`src/rtl/ctrlbank_pkg.sv`:
```
package ctrlbank_pkg;

  localparam int WORD_W     = 32;
  localparam int BANK_REGS  = 28;
  localparam int BADDR_W    = 8;

  // register indices whose behaviour is special
  localparam int IDX_GEN    = 1;
  localparam int IDX_ENSET  = 12;
  localparam int IDX_ENCLR  = 13;
  localparam int IDX_EN     = 14;
  localparam int IDX_ISR    = 15;
  localparam int GEN_RST_BIT = 2;

  // reset value of each register index
  function automatic logic [WORD_W-1:0] reset_value(input int idx);
    logic [WORD_W-1:0] v;
    case (idx)
      0:       v = 32'h0000_0C40;
      1:       v = 32'h0000_1384;
      2:       v = 32'h2BFF_8010;
      3:       v = 32'h255E_0091;
      4:       v = 32'h0000_6140;
      7:       v = 32'h0000_01FF;
      8:       v = 32'h0000_01FF;
      26:      v = 32'h0000_0008;
      27:      v = 32'h1000_0000;
      default: v = '0;
    endcase
    return v;
  endfunction

endpackage

```
`src/rtl/ctrlbank_decode.sv`:
```
module ctrlbank_decode
  import ctrlbank_pkg::*;
#(
  parameter int NUM_REGS = BANK_REGS,
  parameter int ADDR_W   = BADDR_W
) (
  input  logic                bus_sel,
  input  logic                bus_wr,
  input  logic [ADDR_W-1:0]   bus_addr,
  output logic [NUM_REGS-1:0] wr_hit,
  output logic [NUM_REGS-1:0] rd_hit
);

  localparam int IDXW = ADDR_W - 2;

  logic [IDXW-1:0] idx;
  logic            wr_req;
  logic            rd_req;

  assign idx    = bus_addr[ADDR_W-1:2];
  assign wr_req = bus_sel & bus_wr;
  assign rd_req = bus_sel & ~bus_wr;

  for (genvar i = 0; i < NUM_REGS; i++) begin : g_dec
    logic match;
    assign match = (idx == IDXW'(i));
    assign rd_hit[i] = rd_req & match;
    if (i == IDX_EN || i == IDX_ISR) begin : g_ro
      assign wr_hit[i] = 1'b0;
    end else begin : g_rw
      assign wr_hit[i] = wr_req & match;
    end
  end

endmodule

```
`src/rtl/ctrlbank_regs.sv`:
```
module ctrlbank_regs
  import ctrlbank_pkg::*;
#(
  parameter int NUM_REGS = BANK_REGS,
  parameter int DATA_W   = WORD_W
) (
  input  logic                             clk,
  input  logic                             rst_n,
  input  logic [NUM_REGS-1:0]              wr_hit,
  input  logic [DATA_W-1:0]                wdata,
  output logic [NUM_REGS-1:0][DATA_W-1:0]  regs_q
);

  for (genvar i = 0; i < NUM_REGS; i++) begin : g_reg
    localparam logic [DATA_W-1:0] RV = DATA_W'(reset_value(i));

    if (i == IDX_ISR) begin : g_status
      // read-only status word, no source inside this block
      assign regs_q[i] = RV;
    end else begin : g_store
      logic [DATA_W-1:0] d;
      logic              load;

      if (i == IDX_EN) begin : g_en
        always_comb begin
          d    = regs_q[i];
          load = 1'b0;
          if (wr_hit[IDX_ENSET]) begin
            d    = regs_q[i] | wdata;
            load = 1'b1;
          end else if (wr_hit[IDX_ENCLR]) begin
            d    = regs_q[i] & ~wdata;
            load = 1'b1;
          end
        end
      end else begin : g_plain
        always_comb begin
          d    = wdata;
          load = wr_hit[i];
        end
      end

      always_ff @(posedge clk or negedge rst_n) begin
        if (!rst_n) begin
          regs_q[i] <= RV;
        end else if (load) begin
          regs_q[i] <= d;
        end
      end
    end
  end

endmodule

```
`src/rtl/ctrlbank_rstreq.sv`:
```
module ctrlbank_rstreq (
  input  logic clk,
  input  logic rst_n,
  input  logic gen_wr,
  input  logic old_bit,
  input  logic new_bit,
  output logic req
);

  logic req_d;

  always_comb begin
    req_d = gen_wr & ~old_bit & new_bit;
  end

  always_ff @(posedge clk or negedge rst_n) begin
    if (!rst_n) begin
      req <= 1'b0;
    end else begin
      req <= req_d;
    end
  end

endmodule

```
`src/rtl/ctrlbank_rdport.sv`:
```
module ctrlbank_rdport #(
  parameter int NUM_REGS = 28,
  parameter int DATA_W   = 32
) (
  input  logic                             clk,
  input  logic                             rst_n,
  input  logic                             rd_req,
  input  logic [NUM_REGS-1:0]              rd_hit,
  input  logic [NUM_REGS-1:0][DATA_W-1:0]  regs_q,
  output logic [DATA_W-1:0]                rdata,
  output logic                             rvalid
);

  logic [DATA_W-1:0] rdata_d;

  // one-hot AND-OR selection, zero when no index matches
  always_comb begin
    rdata_d = '0;
    for (int i = 0; i < NUM_REGS; i++) begin
      rdata_d = rdata_d | (regs_q[i] & {DATA_W{rd_hit[i]}});
    end
  end

  always_ff @(posedge clk or negedge rst_n) begin
    if (!rst_n) begin
      rdata <= '0;
    end else if (rd_req) begin
      rdata <= rdata_d;
    end
  end

  always_ff @(posedge clk or negedge rst_n) begin
    if (!rst_n) begin
      rvalid <= 1'b0;
    end else begin
      rvalid <= rd_req;
    end
  end

endmodule

```
`src/rtl/ctrlbank_top.sv`:
```
module ctrlbank_top
  import ctrlbank_pkg::*;
#(
  parameter int NUM_REGS = BANK_REGS,
  parameter int DATA_W   = WORD_W,
  parameter int ADDR_W   = BADDR_W
) (
  input  logic                       clk,
  input  logic                       rst_n,
  input  logic                       bus_sel,
  input  logic                       bus_wr,
  input  logic [ADDR_W-1:0]          bus_addr,
  input  logic [DATA_W-1:0]          bus_wdata,
  output logic [DATA_W-1:0]          bus_rdata,
  output logic                       bus_rvalid,
  output logic [NUM_REGS*DATA_W-1:0] cfg_regs,
  output logic                       sys_rst_req
);

  logic [1:0]                       rst_sync;
  logic                             rst_n_sync;
  logic [NUM_REGS-1:0]              wr_hit;
  logic [NUM_REGS-1:0]              rd_hit;
  logic [NUM_REGS-1:0][DATA_W-1:0]  regs_q;

  // asynchronous assertion, synchronous release
  always_ff @(posedge clk or negedge rst_n) begin
    if (!rst_n) begin
      rst_sync <= 2'b00;
    end else begin
      rst_sync <= {rst_sync[0], 1'b1};
    end
  end
  assign rst_n_sync = rst_sync[1];

  ctrlbank_decode #(.NUM_REGS(NUM_REGS), .ADDR_W(ADDR_W)) u_decode (
    .bus_sel  (bus_sel),
    .bus_wr   (bus_wr),
    .bus_addr (bus_addr),
    .wr_hit   (wr_hit),
    .rd_hit   (rd_hit)
  );

  ctrlbank_regs #(.NUM_REGS(NUM_REGS), .DATA_W(DATA_W)) u_regs (
    .clk    (clk),
    .rst_n  (rst_n_sync),
    .wr_hit (wr_hit),
    .wdata  (bus_wdata),
    .regs_q (regs_q)
  );

  ctrlbank_rstreq u_rstreq (
    .clk     (clk),
    .rst_n   (rst_n_sync),
    .gen_wr  (wr_hit[IDX_GEN]),
    .old_bit (regs_q[IDX_GEN][GEN_RST_BIT]),
    .new_bit (bus_wdata[GEN_RST_BIT]),
    .req     (sys_rst_req)
  );

  ctrlbank_rdport #(.NUM_REGS(NUM_REGS), .DATA_W(DATA_W)) u_rdport (
    .clk    (clk),
    .rst_n  (rst_n_sync),
    .rd_req (bus_sel & ~bus_wr),
    .rd_hit (rd_hit),
    .regs_q (regs_q),
    .rdata  (bus_rdata),
    .rvalid (bus_rvalid)
  );

  assign cfg_regs = regs_q;

endmodule

```
`config.mk`:
```
export PLATFORM = sky130hd
export DESIGN_NAME = ctrlbank_top
export DESIGN_NICKNAME = d
export VERILOG_FILES = /design/src/rtl/ctrlbank_pkg.sv /design/src/rtl/ctrlbank_decode.sv /design/src/rtl/ctrlbank_regs.sv /design/src/rtl/ctrlbank_rstreq.sv /design/src/rtl/ctrlbank_rdport.sv /design/src/rtl/ctrlbank_top.sv
export SDC_FILE = /design/constraint.sdc
export NUM_CORES = 1
export LEC_CHECK = 0
export CAP_MARGIN = 0
export CELL_PAD_IN_SITES_DETAIL_PLACEMENT = 1
export CELL_PAD_IN_SITES_GLOBAL_PLACEMENT = 1
export CORE_MARGIN = 2
export CORE_UTILIZATION = 25
export DETAILED_ROUTE_END_ITERATION = 10
export DONT_BUFFER_PORTS = 1
export GPL_TIMING_DRIVEN = 0
export PLACE_DENSITY = 0.45
export REMOVE_ABC_BUFFERS = 1
export SETUP_SLACK_MARGIN = 0.02
export SLEW_MARGIN = 30
export SYNTH_ARGS = -nofsm -noshare
export SYNTH_HDL_FRONTEND = slang
export SYNTH_SLANG_ARGS = --single-unit
```
`constraint.sdc`:
```
create_clock -name clk -period 26.3 [get_ports clk]
set_input_delay 5.26 -clock clk [delete_from_list [all_inputs] [get_ports clk]]
set_output_delay 5.26 -clock clk [all_outputs]
set_load 0.005 [all_outputs]
```
Yosys cells after proc, flatten, opt, wreduce, memory -nomap -nowiden
Index checks and enable logic that the tools add are counted.

storage, ports and cells
  input bits = 44
  ROM bits = 0
  memory bits (writable) = 0
  logic and storage cells = 179
  flip-flop bits (word level) = 900
  output and inout port bits = 930
  memories = 0
  bits in latches = 0

operators by class
  reductions and logical operators = 3
  bitwise logic cells = 115
  div/mod/pow operators = 0
  equality and inequality tests = 26
  shift-type cells = 0
  add/sub/neg operators = 0
  muxes and demuxes = 4
  multipliers = 0
  order comparisons = 0

operators with widths
  operator            number
  $and 32x32->32      28
  $or 32x32->32       27
  $eq 6x5->1 const B  12
  $mux 32             2
  $and 1x1->1         57
  $eq 6x4->1 const B  7
  $not 32->32         1
  $eq 6x3->1 const B  4
  $eq 6x2->1 const B  2
  $eq 6x1->1 const B  1
  $logic_not 6->1     1
  $mux 1              2
  $not 1->1           2
  $reduce_and 2->1    1
  $reduce_bool 2->1   1

Longest topological paths before layout
  word-level depth = 30
  mapped depth = 11
  depth with buffers taken out = 7

By module
A second synthesis with hierarchy kept.

second synthesis, totals
  cells, all modules = 2790
  area, all modules = 40749.1 um^2

by module, submodules not included
  module           seq. area each (um^2)  area an instance (um^2)  times used  cells an instance
  ctrlbank_regs    21692.1                34157.8                  1           1999
  ctrlbank_rdport  825.8                  5980.7                   1           700
  ctrlbank_decode  0.0                    509.2                    1           85
  ctrlbank_top     50.0                   67.6                     1           4
  ctrlbank_rstreq  25.0                   33.8                     1           2

Least setup slack after synthesis
Ideal clock, no wire load.

  path kind = input port to flip-flop
  from = input port bus_addr[2]
  to = register u_regs.regs_q[513] in the netlist's numbering
  arrival = 6.938 ns
  path slack = 19.237 ns
  setup time = 0.125 ns
  cell stages on the path = 7
  path buffers = 4
  path through = buf_2 -> buf_2 -> or4_1 -> clkbuf_1 -> nor2_2 -> buf_4 -> mux2_2

on the way
  cells in the longest elaborated chain, start to end = 2

RTL lines
  element                        RTL line               source
  start, declared                ctrlbank_top.sv:12     input logic [ADDR_W-1:0] bus_addr,
  $eq 6x5->1                     ctrlbank_decode.sv:26  assign match = (idx == IDXW'(i));
  $and 1x1->1                    ctrlbank_decode.sv:31  assign wr_hit[i] = wr_req & match;
  end signal, assigned by index  ctrlbank_regs.sv:45    regs_q[i] <= RV;
  end signal, assigned by index  ctrlbank_regs.sv:47    regs_q[i] <= d;
  end, declared                  ctrlbank_regs.sv:11    output logic [NUM_REGS-1:0][DATA_W-1:0] regs_q

No other way between the ends.
A chain may end at the register's enable or synchronous reset.

Final worst setup path
  from = input port bus_addr[3]
  to = register u_regs.regs_q[372] in the netlist's numbering

on the way
  cells in the longest elaborated chain, start to end = 2

RTL lines
  element      RTL line
  $eq 6x4->1   ctrlbank_decode.sv:26
  $and 1x1->1  ctrlbank_decode.sv:31

No other way between the ends.

==> metrics <==
Area contributors post-synth=dfrtp_1, mux2_2, dfstp_2; Die W=408 um; Rows=148; Arr. time, crit path=8.67 ns; nets=3199; Pre-antenna DRT Iters=5; synthesized area per cell=13.0 sq um; Antenna Nets Post-Route=0; Initial Utilization=0.252; CP startpoint kind=input pin; synth warn=0; cell with the most instances after synthesis=dfrtp_1; Vias/cell=5.60; Leak=22.5 nW; FMAX=124 MHz; initial antenna violation count=16; dpl cells=5215; endpoints failing setup=0; first-pass GRT wire length=335000 um; adder-cell share of the synthesized area=0; Distinct cells, synth=73; Hold Worst Slack=0.302 ns; Total Wirelength=258000 um; Max Cap Viol=0; worst slew pin tran=1.00 ns; core outline area=163000 sq um; Routability Congestion=0.790; area grow syn2layout=23.0%; Req. time, crit path=26.92 ns; #FFs+latches synth=900; Post-synth EDFFs=0; GR Overflow Total=0; Synth Area in Compound Gates=0.105; die area=167000 sq um; main combinational cell family by area after synthesis=multiplexers; Skew-Pair Late Insertion Delay=0.79 ns; WL/cell=47.5 um; post_cts resized=0; Layout Skew=0.0614 ns; clock buffer depth=3; Top FF cell, synth=dfrtp_1; min Tclk post-route=8.05 ns; I/O pin cnt=974; Reg clk slew, reported paths=0.07 ns; worst reg-to-reg path cell count=6; Slew Limit Headroom=0.328; Post-CTS Setup Bufs=0; Post-Synth Simple-Gate Area=0.0480; vias in the first global route=31500; Worst Path Max Fanout=76; CP max stage delay=1.00 ns; Root Driver=clkbuf_16; Peak supply drop=0.0507 mV; HP Class=reg -> async; layout cells sized above 1=0.414; P per Cell Area=72.4 nW/um^2; Worst path slowest cell=nor2_1; IO Port Bufs=0; final non-filler cell total=5435; CTS tree=done; Die H=408 um; cell taking the most area after synthesis=dfrtp_1; Crit. End Element=flop; RSZ-0062 raised after global routing=no; CTS buffer count=113; Synth Cell Area=40900 sq um; Synth Instances=3141; GRT Total Usage=0.301; DR vias=30400; sequential cell area fraction in the yosys report=0.552; DRC Markers=0; total power=0.00364 W; Commonest cells post-synth=dfrtp_1, mux2_2, nand2_1, buf_2, a22oi_1; Final period util=0.306; 1st-iter DRT viols=2469; pin count of the biggest net entering global routing=87; critical path, cell by cell=nand2_1, nor2_1, and2_4, buf_12, mux2_2; detailed placement HPWL=194000 um; status=complete, no violations; XOR/XNOR Fraction of Synth Area=0; setup TNS=0 ns; final number of hold-violating endpoints=0; Post-CTS Hold Buffers=0; mux cell area share after synthesis=0.255; clk sinks=900; fillers=17300; max-slew violation count=0; H-tree levels=3; Critical Setup Path Class=in -> reg; FFs w/ async S/R, synth=1.00; top cell type's share of synthesized area=0.516
==> sequential cells by signal (all words and copies together), names as in the netlist, named ones only <==
signal / flops
u_rdport.rdata: 32
u_regs.regs_q: 832
u_rdport.rvalid: 1
u_rstreq.req: 1
rst_sync: 2
==> cell usage in the layout, fill, tap and decap left out, types with 10 or more instances in the layout <==
cell type,netlist,routed
a22oi_1,135,135
clkbuf_1,85,34
o21ai_0,45,45
mux2_1,30,30
clkbuf_16,0,113
nand2_1,184,172
dfstp_2,57,57
nand3_1,23,21
a221oi_1,22,22
o22ai_1,43,43
dfrtp_1,843,842
o22a_1,11,11
a2111oi_0,11,11
a222oi_1,24,24
buf_16,0,78
clkbuf_8,0,26
o221ai_1,12,12
nor2b_4,0,10
o32a_1,11,11
nor2_1,88,65
conb_1,2,33
a22o_1,80,80
nor3_1,24,20
a21oi_1,62,62
buf_4,48,29
mux2_2,809,809
bufinv_16,0,10
buf_6,6,30
o32ai_1,12,12
a32oi_1,29,29
clkinv_2,0,15
mux2i_1,89,89
o211ai_1,12,12
a31oi_1,21,21
nand2_4,0,10
nor2_4,1,26
buf_12,0,45
==> logic make-up (layout without fill, tap and decap cells) <==
logic type / count (synthesis) / count (layout)
mux: 932 / 932
buf+inv: 326 / 408
flops: 900 / 900
compound gates: 569 / 569
simple gates: 412 / 412
other cells: 2 / 39
==> worst max-delay path, delay by kind of cell <==
kind / cells / cell delay (ns)
mux: 1 / 0.37
buf+inv: 1 / 0.29
simple gates: 3 / 2.40
==> metal layers <==
metal,global-route usage,wire length (um)
met5,0,0
met4,0.107,10200
met3,0.113,24000
met2,0.494,122000
met1,0.360,102000
==> final cells by class <==
class / instances / area [sq um] / area share
Antenna cell: 6 / 15.0 / 0.000298
Clock buffer: 173 / 3310 / 0.0659
Clock inverter: 41 / 563 / 0.0112
Inverter: 4 / 20.0 / 0.000398
Multi-Input combinational cell: 1946 / 17400 / 0.345
Sequential cell: 900 / 22600 / 0.449
Tap cell: 2175 / 2720 / 0.0541
Timing Repair Buffer: 190 / 3710 / 0.0738
==> metrics by stage <==
stage | worst slack [ns] | instance area, sq um | util
after global routing | 18.46 | 50300 | 0.309
after floorplan | -0.545 | 39400 | -
after global placement | -15.19 | 42100 | 0.259
after CTS | 18.65 | 50300 | 0.309
after detailed placement | 17.85 | 46400 | 0.285
final | 18.25 | 50300 | 0.309
==> where the power goes <==
part / internal (W) / leakage, nW / switching [W]
sequential: 0.00151 / 12.0 / 0.000188
clock: 0.000967 / 1.88 / 0.000688
combinational: 0.000139 / 8.60 / 0.000155
==> path summary, 6_finish.rpt <==
check / startpoint / endpoint / slack [ns]
hold reg to reg: rst_sync[1]$_DFF_PN0_ / u_regs.regs_q[534]$_DFFE_PN0P_ / 0.30
setup reg to reg: rst_sync[1]$_DFF_PN0_ / u_regs.regs_q[262]$_DFFE_PN1P_ / 23.80
min in group clk: rst_sync[0]$_DFF_PN0_ / rst_sync[1]$_DFF_PN0_ / 0.36
setup / recovery: bus_addr[3] / u_regs.regs_q[372]$_DFFE_PN0P_ / 18.25
max in group asynchronous: rst_n / rst_sync[1]$_DFF_PN0_ / 22.06
hold / removal: rst_sync[1]$_DFF_PN0_ / u_regs.regs_q[534]$_DFFE_PN0P_ / 0.30
(Power assumes the default switching activity.)
